<file path="src/rtl/vio_pkg.sv">
package vio_pkg;
  localparam int ADDR_W = 10;

  localparam logic [ADDR_W-1:0] OFS_DBG0 = 10'h200;
  localparam logic [ADDR_W-1:0] OFS_DBG1 = 10'h204;
  localparam logic [ADDR_W-1:0] OFS_CTRL = 10'h300;
  localparam logic [ADDR_W-1:0] OFS_GSTA = 10'h310;
  localparam logic [ADDR_W-1:0] OFS_GSEL = 10'h314;
  localparam logic [ADDR_W-1:0] OFS_GCON = 10'h318;
  localparam logic [1:0]        RGN_MASK = 2'd0;
  localparam logic [1:0]        RGN_STA  = 2'd1;

  typedef struct packed {
    logic [15:0] master;
    logic [5:0]  domain;
    logic        wr;
    logic [35:0] addr;
  } vio_rec_t;

  // state encoding equals the transfer-control readback code
  typedef enum logic [1:0] {
    SH_IDLE = 2'b00,
    SH_BUSY = 2'b01,
    SH_DONE = 2'b11
  } sh_state_e;
endpackage

</file>
<file path="src/rtl/vio_status_bank.sv">
module vio_status_bank #(
  parameter int N_SLV = 64,
  parameter int NREG  = (N_SLV + 31) / 32,
  parameter int IDXW  = (NREG > 1) ? $clog2(NREG) : 1
) (
  input  logic             clk_i,
  input  logic             rst_ni,
  input  logic [N_SLV-1:0] set_i,
  input  logic             mask_we_i,
  input  logic             sta_clr_i,
  input  logic [IDXW-1:0]  idx_i,
  input  logic [31:0]      wdata_i,
  output logic [N_SLV-1:0] sta_o,
  output logic [N_SLV-1:0] mask_o,
  output logic             irq_o
);
  for (genvar i = 0; i < N_SLV; i++) begin : g_bit
    localparam int RI = i / 32;
    localparam int BI = i % 32;
    logic sel;
    assign sel = (idx_i == IDXW'(RI));

    always_ff @(posedge clk_i or negedge rst_ni) begin
      if (!rst_ni) begin
        mask_o[i] <= 1'b1;
        sta_o[i]  <= 1'b0;
      end else begin
        if (mask_we_i && sel) mask_o[i] <= wdata_i[BI];
        if (set_i[i])                              sta_o[i] <= 1'b1;
        else if (sta_clr_i && sel && wdata_i[BI])  sta_o[i] <= 1'b0;
      end
    end
  end

  always_ff @(posedge clk_i or negedge rst_ni) begin
    if (!rst_ni) irq_o <= 1'b0;
    else         irq_o <= |(sta_o & ~mask_o);
  end
endmodule

</file>
<file path="src/rtl/vio_group_store.sv">
module vio_group_store
  import vio_pkg::*;
#(
  parameter int N_GRP = 4
) (
  input  logic                   clk_i,
  input  logic                   rst_ni,
  input  logic [N_GRP-1:0]       hit_i,
  input  logic [N_GRP-1:0]       clr_i,
  input  vio_rec_t               rec_i,
  output logic [N_GRP-1:0]       pend_o,
  output vio_rec_t [N_GRP-1:0]   rec_o
);
  for (genvar g = 0; g < N_GRP; g++) begin : g_grp
    logic keep;
    assign keep = pend_o[g] & ~clr_i[g];

    always_ff @(posedge clk_i or negedge rst_ni) begin
      if (!rst_ni) begin
        pend_o[g] <= 1'b0;
        rec_o[g]  <= '0;
      end else begin
        pend_o[g] <= keep | hit_i[g];
        if (hit_i[g] && !keep) rec_o[g] <= rec_i;
      end
    end
  end
endmodule

</file>
<file path="src/rtl/vio_shift_seq.sv">
module vio_shift_seq
  import vio_pkg::*;
#(
  parameter int N_GRP     = 4,
  parameter int SHIFT_CYC = 8,
  parameter int CW        = $clog2(SHIFT_CYC + 1)
) (
  input  logic                 clk_i,
  input  logic                 rst_ni,
  input  logic                 start_i,
  input  logic                 stop_i,
  input  logic [N_GRP-1:0]     sel_i,
  input  vio_rec_t [N_GRP-1:0] rec_i,
  output sh_state_e            state_o,
  output logic [31:0]          dbg0_o,
  output logic [31:0]          dbg1_o
);
  logic [N_GRP-1:0] sel_q;
  logic [CW-1:0]    cnt_q;
  vio_rec_t         pick;
  logic             found;

  // lowest selected group wins
  always_comb begin
    pick  = '0;
    found = 1'b0;
    for (int g = N_GRP - 1; g >= 0; g--) begin
      if (sel_q[g]) begin
        pick  = rec_i[g];
        found = 1'b1;
      end
    end
  end

  always_ff @(posedge clk_i or negedge rst_ni) begin
    if (!rst_ni) begin
      state_o <= SH_IDLE;
      sel_q   <= '0;
      cnt_q   <= '0;
      dbg0_o  <= '0;
      dbg1_o  <= '0;
    end else if (stop_i) begin
      state_o <= SH_IDLE;
    end else begin
      unique case (state_o)
        SH_IDLE: if (start_i) begin
          state_o <= SH_BUSY;
          sel_q   <= sel_i;
          cnt_q   <= '0;
        end
        SH_BUSY: begin
          if (cnt_q == CW'(SHIFT_CYC - 1)) begin
            state_o <= SH_DONE;
            if (found) begin
              dbg0_o <= {4'b0, pick.addr[35:32], ~pick.wr, pick.wr,
                         pick.domain, pick.master};
              dbg1_o <= pick.addr[31:0];
            end else begin
              dbg0_o <= '0;
              dbg1_o <= '0;
            end
          end else begin
            cnt_q <= cnt_q + 1'b1;
          end
        end
        default: state_o <= SH_DONE;
      endcase
    end
  end
endmodule

</file>
<file path="src/rtl/vio_capture.sv">
module vio_capture
  import vio_pkg::*;
#(
  parameter int N_SLV     = 64,
  parameter int N_GRP     = 4,
  parameter int SHIFT_CYC = 8,
  parameter int SLV_W     = $clog2(N_SLV)
) (
  input  logic              clk_i,
  input  logic              rst_ni,
  input  logic [ADDR_W-1:0] reg_addr_i,
  input  logic              reg_we_i,
  input  logic [31:0]       reg_wdata_i,
  output logic [31:0]       reg_rdata_o,
  input  logic              vio_valid_i,
  input  logic [SLV_W-1:0]  vio_slave_i,
  input  logic [15:0]       vio_master_i,
  input  logic [5:0]        vio_domain_i,
  input  logic              vio_write_i,
  input  logic [35:0]       vio_addr_i,
  output logic              irq_o
);
  localparam int NREG = (N_SLV + 31) / 32;
  localparam int IDXW = (NREG > 1) ? $clog2(NREG) : 1;
  localparam int SPG  = N_SLV / N_GRP;

  logic                 en_q;
  logic [N_GRP-1:0]     gsel_q;
  logic [N_SLV-1:0]     sta_vec, mask_vec, slv_set;
  logic [N_GRP-1:0]     grp_hit, grp_clr, grp_pend;
  vio_rec_t [N_GRP-1:0] grp_rec;
  vio_rec_t             in_rec;
  sh_state_e            sh_state;
  logic [31:0]          dbg0, dbg1;
  logic [1:0]           rgn;
  logic [IDXW-1:0]      ridx;
  logic                 in_rng, live;
  logic                 wr_mask, wr_sta, wr_ctrl, wr_gsta, wr_gsel, wr_gcon;
  logic [NREG*32-1:0]   sta_pad, mask_pad;

  assign rgn    = reg_addr_i[9:8];
  assign ridx   = reg_addr_i[2 +: IDXW];
  assign in_rng = ({2'b0, reg_addr_i[7:2]} < 8'(NREG));

  assign wr_mask = reg_we_i && rgn == RGN_MASK && in_rng;
  assign wr_sta  = reg_we_i && rgn == RGN_STA && in_rng;
  assign wr_ctrl = reg_we_i && reg_addr_i == OFS_CTRL;
  assign wr_gsta = reg_we_i && reg_addr_i == OFS_GSTA;
  assign wr_gsel = reg_we_i && reg_addr_i == OFS_GSEL;
  assign wr_gcon = reg_we_i && reg_addr_i == OFS_GCON;

  assign live = vio_valid_i && en_q;

  always_comb begin
    slv_set = '0;
    if (live) slv_set[vio_slave_i] = 1'b1;
  end

  for (genvar g = 0; g < N_GRP; g++) begin : g_hit
    assign grp_hit[g] = live && (int'(vio_slave_i) / SPG == g);
    assign grp_clr[g] = wr_gsta && reg_wdata_i[g];
  end

  assign in_rec = '{master: vio_master_i, domain: vio_domain_i,
                    wr: vio_write_i, addr: vio_addr_i};

  always_ff @(posedge clk_i or negedge rst_ni) begin
    if (!rst_ni) begin
      en_q   <= 1'b0;
      gsel_q <= '0;
    end else begin
      if (wr_ctrl) begin
        if (reg_wdata_i[2])       en_q <= 1'b0;
        else if (reg_wdata_i[31]) en_q <= 1'b1;
      end
      if (wr_gsel) gsel_q <= reg_wdata_i[N_GRP-1:0];
    end
  end

  vio_status_bank #(.N_SLV(N_SLV), .NREG(NREG), .IDXW(IDXW)) u_bank (
    .clk_i     (clk_i),
    .rst_ni    (rst_ni),
    .set_i     (slv_set),
    .mask_we_i (wr_mask),
    .sta_clr_i (wr_sta),
    .idx_i     (ridx),
    .wdata_i   (reg_wdata_i),
    .sta_o     (sta_vec),
    .mask_o    (mask_vec),
    .irq_o     (irq_o)
  );

  vio_group_store #(.N_GRP(N_GRP)) u_store (
    .clk_i  (clk_i),
    .rst_ni (rst_ni),
    .hit_i  (grp_hit),
    .clr_i  (grp_clr),
    .rec_i  (in_rec),
    .pend_o (grp_pend),
    .rec_o  (grp_rec)
  );

  vio_shift_seq #(.N_GRP(N_GRP), .SHIFT_CYC(SHIFT_CYC)) u_seq (
    .clk_i   (clk_i),
    .rst_ni  (rst_ni),
    .start_i (wr_gcon && reg_wdata_i[0]),
    .stop_i  (wr_gcon && !reg_wdata_i[0]),
    .sel_i   (gsel_q),
    .rec_i   (grp_rec),
    .state_o (sh_state),
    .dbg0_o  (dbg0),
    .dbg1_o  (dbg1)
  );

  assign sta_pad  = (NREG * 32)'(sta_vec);
  assign mask_pad = (NREG * 32)'(mask_vec);

  always_comb begin
    reg_rdata_o = '0;
    if (rgn == RGN_MASK && in_rng)     reg_rdata_o = mask_pad[ridx*32 +: 32];
    else if (rgn == RGN_STA && in_rng) reg_rdata_o = sta_pad[ridx*32 +: 32];
    else begin
      unique case (reg_addr_i)
        OFS_DBG0: reg_rdata_o = dbg0;
        OFS_DBG1: reg_rdata_o = dbg1;
        OFS_CTRL: reg_rdata_o = {en_q, 31'b0};
        OFS_GSTA: reg_rdata_o = 32'(grp_pend);
        OFS_GSEL: reg_rdata_o = 32'(gsel_q);
        OFS_GCON: reg_rdata_o = {30'b0, sh_state};
        default:  reg_rdata_o = '0;
      endcase
    end
  end
endmodule

</file>
<file path="config.mk">
export PLATFORM = sky130hd
export DESIGN_NAME = vio_capture
export DESIGN_NICKNAME = d
export VERILOG_FILES = /design/src/rtl/vio_pkg.sv /design/src/rtl/vio_status_bank.sv /design/src/rtl/vio_group_store.sv /design/src/rtl/vio_shift_seq.sv /design/src/rtl/vio_capture.sv
export SDC_FILE = /design/constraint.sdc
export NUM_CORES = 1
export LEC_CHECK = 0
export ABC_CLOCK_PERIOD_IN_PS = 2580
export BUFFER_PORTS_ARGS = -buffer_cell sky130_fd_sc_hd__buf_2
export CAP_MARGIN = 10
export CELL_PAD_IN_SITES_DETAIL_PLACEMENT = 0
export CELL_PAD_IN_SITES_GLOBAL_PLACEMENT = 2
export CORE_MARGIN = 3
export CORE_UTILIZATION = 38
export DETAILED_ROUTE_END_ITERATION = 7
export PLACE_DENSITY = 0.85
export REMOVE_ABC_BUFFERS = 1
export SYNTH_ARGS = -nofsm -noshare
export SYNTH_HDL_FRONTEND = slang
export SYNTH_HIERARCHICAL = 1
export SYNTH_SLANG_ARGS = --single-unit
</file>
<file path="constraint.sdc">
create_clock -name clk_i -period 2.58 [get_ports clk_i]
set_input_delay 0.774 -clock clk_i [delete_from_list [all_inputs] [get_ports clk_i]]
set_output_delay 0.774 -clock clk_i [all_outputs]
set_load 0.02 [all_outputs]
</file>
======== Word level (Yosys, flattened, before mapping) ========
Index checks and enable logic that the tools add are counted.
storage, ports and cells
  input bits .............................. 111
  output and inout bits ................... 33
  word-level logic and storage cells ...... 522
  register bits after elaboration ......... 448
operators by class
  equal/unequal tests ..................... 16
  bitwise operators ....................... 17
  mux-type cells .......................... 153
  shift operators ......................... 2
  add/subtract/negate cells ............... 1
  magnitude comparators ................... 3
  reductions and logical operators ........ 174
operators with widths
  operator              number
  $mux 59               4
  $pmux 32 s6           1
  $mux 1                135
  $reduce_bool 2->1     66
  $shiftx 64x7->32      2
  $mux 32               3
  $logic_and 1x1->1     94
  $and 64x64->64        1
  $mux 64               1
  $not 64->64           1
  $reduce_or 64->1      1
  $eq 10x10->1 const B  6
  $logic_not 32->1      1
  $mux 28               1
  $mux 4                2
  $pmux 4 s2            1
  $lt 6x7->1 const B    1
  $not 1->1             7
  $demux 1 s6           1
  $eq 2x1->1 const B    3
  $ge 6x1->1 const B    1
  $lt 6x2->1 const B    1
  $mux 2                3
  $ne 3x1->1 const B    2
  13 further kinds      27

======== Depth between registers and ports, before layout ========
Gate-level depths: netlist (run 1).
  depth in word-level cells ............... 7
  depth in mapped cells ................... 10
  gate-level depth less buffers ........... 7

======== By module ========
Netlist (run 1), hierarchy kept.
modules (own cells, without submodules)
  module           cells each  area each (um2)  sequential area each (um2)  times used
  vio_group_store  512         9,108.7          6,005.8                     1
  vio_status_bank  425         5,570.3          3,308.2                     1
  vio_shift_seq    409         3,973.8          1,751.7                     1
  vio_capture      381         2,730.1          125.1                       1

======== Least setup slack after synthesis (run 1) ========
Ideal clock, no wire load.
  path kind ............................... in2reg
  from .................................... in reg_addr_i[5]
  to ...................................... reg u_seq.dbg0_o[23]
  data required time ...................... 2,444 ps
  stages .................................. 8
  library setup time ...................... 136 ps
  buffers on the path ..................... 2
  data arrival time ....................... 2,801 ps
  path slack .............................. -358 ps
  path through ............................ nor3_2 -> nand3_2 -> nor4b_1 -> nor2_1 -> nand3_1 -> buf_2 -> clkbuf_1 -> o21ai_0
on the way
  word-level cells in the longest chain between the ends .. 5
RTL lines
  element                            RTL line             source
  start, declared                    vio_capture.sv:11    input logic [ADDR_W-1:0] reg_addr_i,
  $eq 10x10->1                       vio_capture.sv:50    assign wr_gcon = reg_we_i && reg_addr_i == OFS_GCON;
  $logic_and 1x1->1                  vio_capture.sv:50
  $logic_and 1x1->1                  vio_capture.sv:107   .stop_i (wr_gcon && !reg_wdata_i[0]),
  $not 1->1 (no source line)         -
  $reduce_and 3->1 (no source line)  -
  end signal, assigned               vio_shift_seq.sv:55  dbg0_o <= {4'b0, pick.addr[35:32], ~pick.wr, pick.wr,
  end, declared                      vio_shift_seq.sv:15  output logic [31:0] dbg0_o,
No other way between the ends.
A chain may end at the register's enable or synchronous reset.

======== Worst setup path in the final report (run 1) ========
  from .................................... in reg_addr_i[5]
  to ...................................... out reg_rdata_o[15]
on the way
  word-level cells in the longest chain between the ends .. 4
  elaborated cells between the ends (all ways) .. 12
  classes of those cells .................. order compare: 1; eq/ne: 6; mux: 3; reduce/logical: 2
RTL lines
  element                                                  RTL line                                source
  $lt 6x2->1 / $eq 10x10->1 (equally long branches)        vio_capture.sv:43, vio_capture.sv:123
  $logic_and 1x1->1 / $pmux 32 s6 (equally long branches)  vio_capture.sv:121, vio_capture.sv:123
  $mux 32                                                  vio_capture.sv:121                      else if (rgn == RGN_STA && in_rng) reg_rdata_o = sta_pad[ridx*32 +: 32];
  $mux 32 (*)                                              vio_capture.sv:120                      if (rgn == RGN_MASK && in_rng) reg_rdata_o = mask_pad[ridx*32 +: 32];
  end, declared                                            vio_capture.sv:14                       output logic [31:0] reg_rdata_o,
Every way passes the cells marked *; elsewhere a longest branch is shown, timed or not.

==> metrics.md, run 1 <==
| Metric | Value |
|---|---|
| Status | `finished, violations left` |
| Failing checks | `negative setup slack` |
| Root Driver | `clkbuf_16` |
| Avg Synthesized Cell Area | `between 10 and 15 um2` |
| Worst path slowest cell | `or3_4` |
| CP max stage delay | `about 410 ps` |
| Multi-input logic area | `just under 10000 um2` |
| Initial antenna violation count | `16` |
| First drt pass iteration count | `5` |
| Worst setup SP type | `input pin` |
| Switching Fraction | `0.229` |
| Layout cells sized above 1 | `0.423` |
| PortBufs | `about 140` |
| Clock buffer count from CTS | `47` |
| Worst path most repeated cell | `buf_4` |
| 1st-iter DRT viols | `between 900 and 1000` |
| Die X | `around 240 um` |
| Vias in the first global route | `roughly 16000` |
| Worst-Margin Slew | `about 670 ps` |
| Die Area | `59200 um2` |
| Most common cell after layout, fill and taps aside | `dfrtp_1` |
| Period utilisation layout | `1.18` |
| Internal | `around 12 mW` |
| Max-capacitance violation count | `0` |
| DR WL/cell | `~25 um` |
| Crit-path cells | `buf_8, or3_4, nor4_4, buf_6, buf_4, buf_12, a2bb2oi_2, a21oi_2, buf_4` |
| Total number of vias | `15300` |
| Fill cell count | `about 4900` |
| FF+latch area | `11200 um2` |
| R2r worst-path depth | `5` |
| DRT Wirelength | `67.6 mm` |
| Clock buffer depth | `3` |
| Min Hold Slack | `about 150 ps` |
| YS warnings | `6` |
| Cells after Synth | `approximately 1700` |
| Antenna viol nets, final | `0` |
| Clk pwr share | `0.462` |
| Peak Freq | `roughly 330 MHz` |
| Static leakage | `around 13 nW` |
| Setup-failing EPs final | `32` |
| First-pass GRT wire length | `101 mm` |
| Non-filler instance count after layout | `roughly 2700` |
| Initial core utilization | `0.386` |
| Sequential area share after synthesis | `0.523` |
| Area delta synth->final | `22.8%` |
| Placed insts | `about 2600` |
| Nets | `around 2000` |
| Commonest cells after routing, fill and taps aside | `379 x dfrtp_1, 239 x mux2_2, 166 x nand2_1` |
| R2R Path End | `u_store/rec_o[49]` |
| Area after DPL | `roughly 24000 um2` |
| Tot GR Track Use | `0.223` |
| CP Class | `in -> out` |
| Top FF cell, synth | `dfrtp_1` |
| DP HPWL | `about 44 mm` |
| Hold Fails Final Rpt | `0` |
| Switching power | `between 3 and 4 mW` |
| RD Place Congestion | `~0.85` |
| Sequential share of power | `0.476` |
| Power per Cell Area | `585 nW/um2` |
| Min-delay worst type | `in -> async` |
| CTS tree | `built` |
| Worst path required time | `about 1800 ps` |
| Unique masters post-synth | `between 60 and 70` |
| Crit path arrival time | `approximately 2300 ps` |
| Number of synthesized flops with an enable pin | `0` |
| Clk_lat worst skew | `590 ps` |
| Combinational share of power | `0.062` |
| DIE HEIGHT | `243 um` |
| Post-Syn Area | `21400 um2` |
| Sink Count | `between 400 and 500` |
| Min Tclk post-route | `slightly above 3000 ps` |
| FF+latch count, synth | `between 400 and 500` |
| H-tree levels | `2` |
| Largest net degree at the start of global routing | `between 70 and 80` |
| Post-synth ARST share | `1.00` |
| Post-route cell area | `between 20000 and 30000 um2` |
| Worst Setup End Kind | `primary output` |
| VDD IR-drop max | `approximately 0.47 mV` |
| RSZ-0062 raised after global routing | `true` |
| R2r startpoint | `en_q` |
| Total grt overflow | `0` |
| Row count | `86` |
| IO Pins | `144` |
| Final WS setup | `-471 ps` |
| Crit Path Max Fanout | `5` |
| Drt drc | `0` |
| R2R setup slack | `610 ps` |
| Rel. slew slack | `0.550` |
| Via density | `between 5 and 6` |
| Clock transition at the registers of the reported paths | `around 60 ps` |
| Clock Skew | `~16 ps` |
| Area of the core | `55400 um2` |
| Fin. max-slew vios | `0` |
[power by group through the flow]
stage / clock, mW / sequential [mW] / combinational (mW)
CTS: 7.25 / 7.30 / 0.939
global route: 7.55 / 7.32 / 1.03
finish: 7.10 / 7.30 / 0.951
detailed placement: 0 / 7.42 / 0.895
floorplan: 0 / 7.38 / 0.344
global placement: 0 / 7.40 / 0.870
[metal layers]
layer,wire length (um),GRT usage,up-vias
met3,4390,0.0560,102
met4,1580,0.0585,14
li1,-,-,6752
met2,31900,0.356,429
met1,29600,0.303,7954
met5,96,0,-
[synthesized netlist by cell type, drive strengths merged (3+ instances only)]
master,instances,area share
a21o,64,0.022
a21oi,36,0.010
a221oi,59,0.024
a22o,3,0.0012
a22oi,4,0.0014
a2bb2oi,27,0.011
and2,7,0.0021
and3,4,0.0012
buf,82,0.027
clkbuf,57,0.010
dfrtp,380,0.44
dfstp,64,0.079
inv,19,0.0033
mux2,309,0.18
mux2i,94,0.044
nand2,171,0.031
nand2b,60,0.019
nand3,6,0.0022
nand3b,9,0.0032
nor2,73,0.013
nor2b,4,0.0012
nor3,7,0.0026
nor4,8,0.0030
nor4b,3,0.0019
o2111ai,16,0.0066
o21ai,12,0.0028
o221ai,57,0.023
o31ai,58,0.020
or2,8,0.0023
or3,4,0.0012
or3b,4,0.0016
[worst max-delay path by stage]
stage	cells past startpoint	from	slack (ps)	to
5_1_grt	9	reg_addr_i[5]	-520	reg_rdata_o[15]
6_report	9	reg_addr_i[5]	-470	reg_rdata_o[15]
4_1_cts	9	reg_addr_i[5]	-450	reg_rdata_o[13]
3_5_place_dp	7	reg_addr_i[5]	-580	reg_rdata_o[6]
3_3_place_gp	7	reg_addr_i[5]	-580	reg_rdata_o[6]
2_1_floorplan	7	reg_addr_i[5]	-2230	u_seq/dbg0_o[26]
[critical path, delay by kind of cell]
kind	cells	cell delay, ps
AOI/OAI and AO/OA	2	180
buffers and inverters	5	690
and+or+nand+nor	2	610
[layout make-up]
| type | instances | share of cell area |
|---|---|---|
| Antenna cell | 7 | 0.000667 |
| Sequential cell | 444 | 0.426 |
| Clock buffer | 75 | 0.0562 |
| Multi-Input combinational cell | 1128 | 0.372 |
| Inverter | 19 | 0.00272 |
| Timing Repair Buffer | 287 | 0.101 |
| Tap cell | 748 | 0.0357 |
| Clock inverter | 13 | 0.00610 |
[through the flow]
stage	power, mW	util	TNS, ps	worst slack, ps
global route	15.9	0.473	-15390	-517
finish	15.3	0.474	-13330	-471
floorplan	7.72	-	-320010	-2230
CTS	15.5	0.466	-12170	-454
global placement	8.27	0.426	-131050	-577
detailed placement	8.31	0.426	-135900	-581
[what timing repair did]
| item | CTS | global route |
|---|---|---|
| setup buffers | 13 | 8 |
| gates resized for setup | 93 | 70 |
| pin swaps | 15 | 11 |
| setup endpoints to repair | 32 | 32 |
| hold buffers | 0 | 0 |
| endpoints found under the hold margin | 0 | 0 |
| gates cloned | 4 | 3 |
[flip-flops by register name (all words and copies together) (netlist names)]
name / flops
u_bank/irq_o: 1
gsel_q: 4
u_seq/cnt_q: 4
u_seq/sel_q: 4
en_q: 1
u_store/pend_o: 4
u_bank/sta_o: 64
u_seq/dbg0_o: 28
u_seq/dbg1_o: 32
u_seq/state_o: 2
u_store/rec_o: 236
u_bank/mask_o: 64
[kinds of logic after synthesis]
group           after synthesis  share of synthesized area
compound gates              343                      0.126
fa+ha+maj                     1                   0.000585
buf+inv                     158                     0.0400
flops                       444                      0.523
mux                         405                      0.221
other cells                   1                   0.000175
simple gates                375                     0.0886
(Power assumes the default switching activity.)
==> inputs of run 2 (changes only) <==
--- a/config.mk
+++ b/config.mk
@@ -13,7 +13,7 @@
 export CORE_MARGIN = 3
 export CORE_UTILIZATION = 38
 export DETAILED_ROUTE_END_ITERATION = 7
-export PLACE_DENSITY = 0.85
+export PLACE_DENSITY = 0.77
 export REMOVE_ABC_BUFFERS = 1
 export SYNTH_ARGS = -nofsm -noshare
 export SYNTH_HDL_FRONTEND = slang
==> metrics.md, run 2 (synthesis results as in run 1) <==
| Metric | Value |
|---|---|
| Worst Setup End Kind | `primary output` |
| Clk_lat worst skew | `between 500 and 600 ps` |
| DIE HEIGHT | `roughly 240 um` |
| Via density | `around 5.5` |
| Total number of vias | `~15000` |
| PortBufs | `about 140` |
| Clock Skew | `between 15 and 20 ps` |
| Area delta synth->final | `21.8%` |
| RD Place Congestion | `~0.83` |
| Nets | `2039` |
| Period utilisation layout | `1.20` |
| Min-delay worst type | `in -> async` |
| First-pass GRT wire length | `~100 mm` |
| Power per Cell Area | `just under 600 nW/um2` |
| H-tree levels | `2` |
| Area of the core | `55400 um2` |
| Largest register FFs | `236` |
| Most common cell after layout, fill and taps aside | `dfrtp_1` |
| Clock buffer count from CTS | `49` |
| Max-capacitance violation count | `0` |
| Rel. slew slack | `0.365` |
| DR WL/cell | `roughly 24 um` |
| Final WS setup | `-511 ps` |
| Sink Count | `444` |
| Top Registers | `u_store/rec_o x236, u_bank/mask_o x64, u_bank/sta_o x64` |
| 1st-iter DRT viols | `approximately 1100` |
| Static leakage | `around 13 nW` |
| Crit path arrival time | `approximately 2300 ps` |
| Setup-failing EPs final | `32` |
| R2r worst-path depth | `6` |
| First drt pass iteration count | `5` |
| Total grt overflow | `0` |
| RSZ-0062 raised after global routing | `true` |
| CP Class | `in -> out` |
| Layout cells sized above 1 | `0.415` |
| Power Total | `15.2 mW` |
| Failing checks | `negative setup slack` |
| Die X | `between 200 and 250 um` |
| Die Area | `approximately 59000 um2` |
| Fin. max-slew vios | `0` |
| Root Driver | `clkbuf_16` |
| Tot GR Track Use | `0.220` |
| Drt drc | `0` |
| Peak Freq | `~320 MHz` |
| VDD IR-drop max | `approximately 0.45 mV` |
| Fill cell count | `approximately 5000` |
| Dpl ws | `-675 ps` |
| Hold Fails Final Rpt | `0` |
| Worst path required time | `between 1500 and 2000 ps` |
| Clock transition at the registers of the reported paths | `60 ps` |
| Row count | `86` |
| Min Tclk post-route | `between 3000 and 4000 ps` |
| IO Pins | `144` |
| R2r startpoint | `u_seq/sel_q[1]` |
| Initial core utilization | `0.386` |
| DRT Wirelength | `around 66 mm` |
| Clock buffer depth | `3` |
| Worst setup SP type | `input pin` |
| Worst-Margin Slew | `between 900 and 1000 ps` |
| Initial antenna violation count | `11` |
| Crit Path Max Fanout | `7` |
| DP HPWL | `43.3 mm` |
| Commonest cells after routing, fill and taps aside | `379 x dfrtp_1, 239 x mux2_2, 166 x nand2_1` |
| Status | `finished, violations left` |
| Critical Path Source | `reg_addr_i[5]` |
| Top reg by flops | `u_store/rec_o` |
| Vias in the first global route | `between 15000 and 20000` |
| CTS tree | `built` |
| Antenna viol nets, final | `0` |
| Largest net degree at the start of global routing | `96` |
-- run 2: cell count changes in the layout (fill, tap and decap cells not counted), moves of 6 or more --
cell	before	now
buf_6	37	31
clkbuf_1	11	18
a21oi_1	7	14
buf_4	97	103
-- run 2: path summary, 6_finish.rpt --
| check | endpoint | slack [ps] |
|---|---|---|
| hold / removal | u_store/rec_o[58] | 40 |
| setup / recovery | reg_rdata_o[6] | -510 |
| setup reg to reg | u_seq/dbg0_o[7] | 450 |
| min in group clk_i | u_store/rec_o[216] | 470 |
| max in group asynchronous | u_bank/mask_o[34] | 1720 |
| hold reg to reg | u_seq/dbg1_o[30] | 480 |
-- run 2: area by class of cell --
type / count / area (um2) / share of cell area
repair buffers: 285 / 2550 / 0.0978
diodes: 8 / 20.0 / 0.000768
flip-flops and latches: 444 / 11200 / 0.430
clock inverters: 10 / 78.8 / 0.00303
multi-input cells: 1128 / 9700 / 0.372
inverters: 19 / 71.3 / 0.00274
clock buffers: 81 / 1510 / 0.0579
well taps: 748 / 936 / 0.0359
-- run 2: stage by stage --
step | std cells | TNS (ps) | utilization | cell area, um2 | hold WS (ps)
floorplan | 1591 | -320010 | - | 20600 | 443
detailed placement | 2604 | -147700 | 0.426 | 23600 | 467
CTS | 2714 | -13620 | 0.468 | 25900 | 22.7
global placement | 2604 | -133370 | 0.426 | 23600 | 462
finish | 2723 | -12970 | 0.470 | 26100 | 42.0
global route | 2716 | -14340 | 0.470 | 26000 | 36.4
-- run 2: layer usage --
metal / vias up / part of all wire / global-route usage
met2: 347 / 0.47 / 0.356
met4: 10 / 0.018 / 0.0513
met3: 86 / 0.048 / 0.0351
met5: - / 0.0012 / 0
met1: 7785 / 0.46 / 0.311
li1: 6759 / - / -
-- run 2: critical path, stage by stage --
cell       delay, ps
buf_6             90
or3_4            400
nor4_4           150
buf_6            170
buf_12           160
buf_12           140
a2bb2oi_1         60
a21oi_1          170
buf_4            180
-- run 2: power by group --
group	internal (mW)	switching, mW	leakage (nW)
Combinational	0.417	0.504	6.00
Clock	4.08	2.86	0.786
Sequential	7.18	0.114	5.93
Total	11.7	3.48	12.7
-- run 2: repair_timing --
item                       CTS  global route
hold buffers                 0             0
setup buffers               14             2
gates resized for setup    100            25
cloned                       5             1
setup endpoints to repair   32            46
pin swaps                   20             3
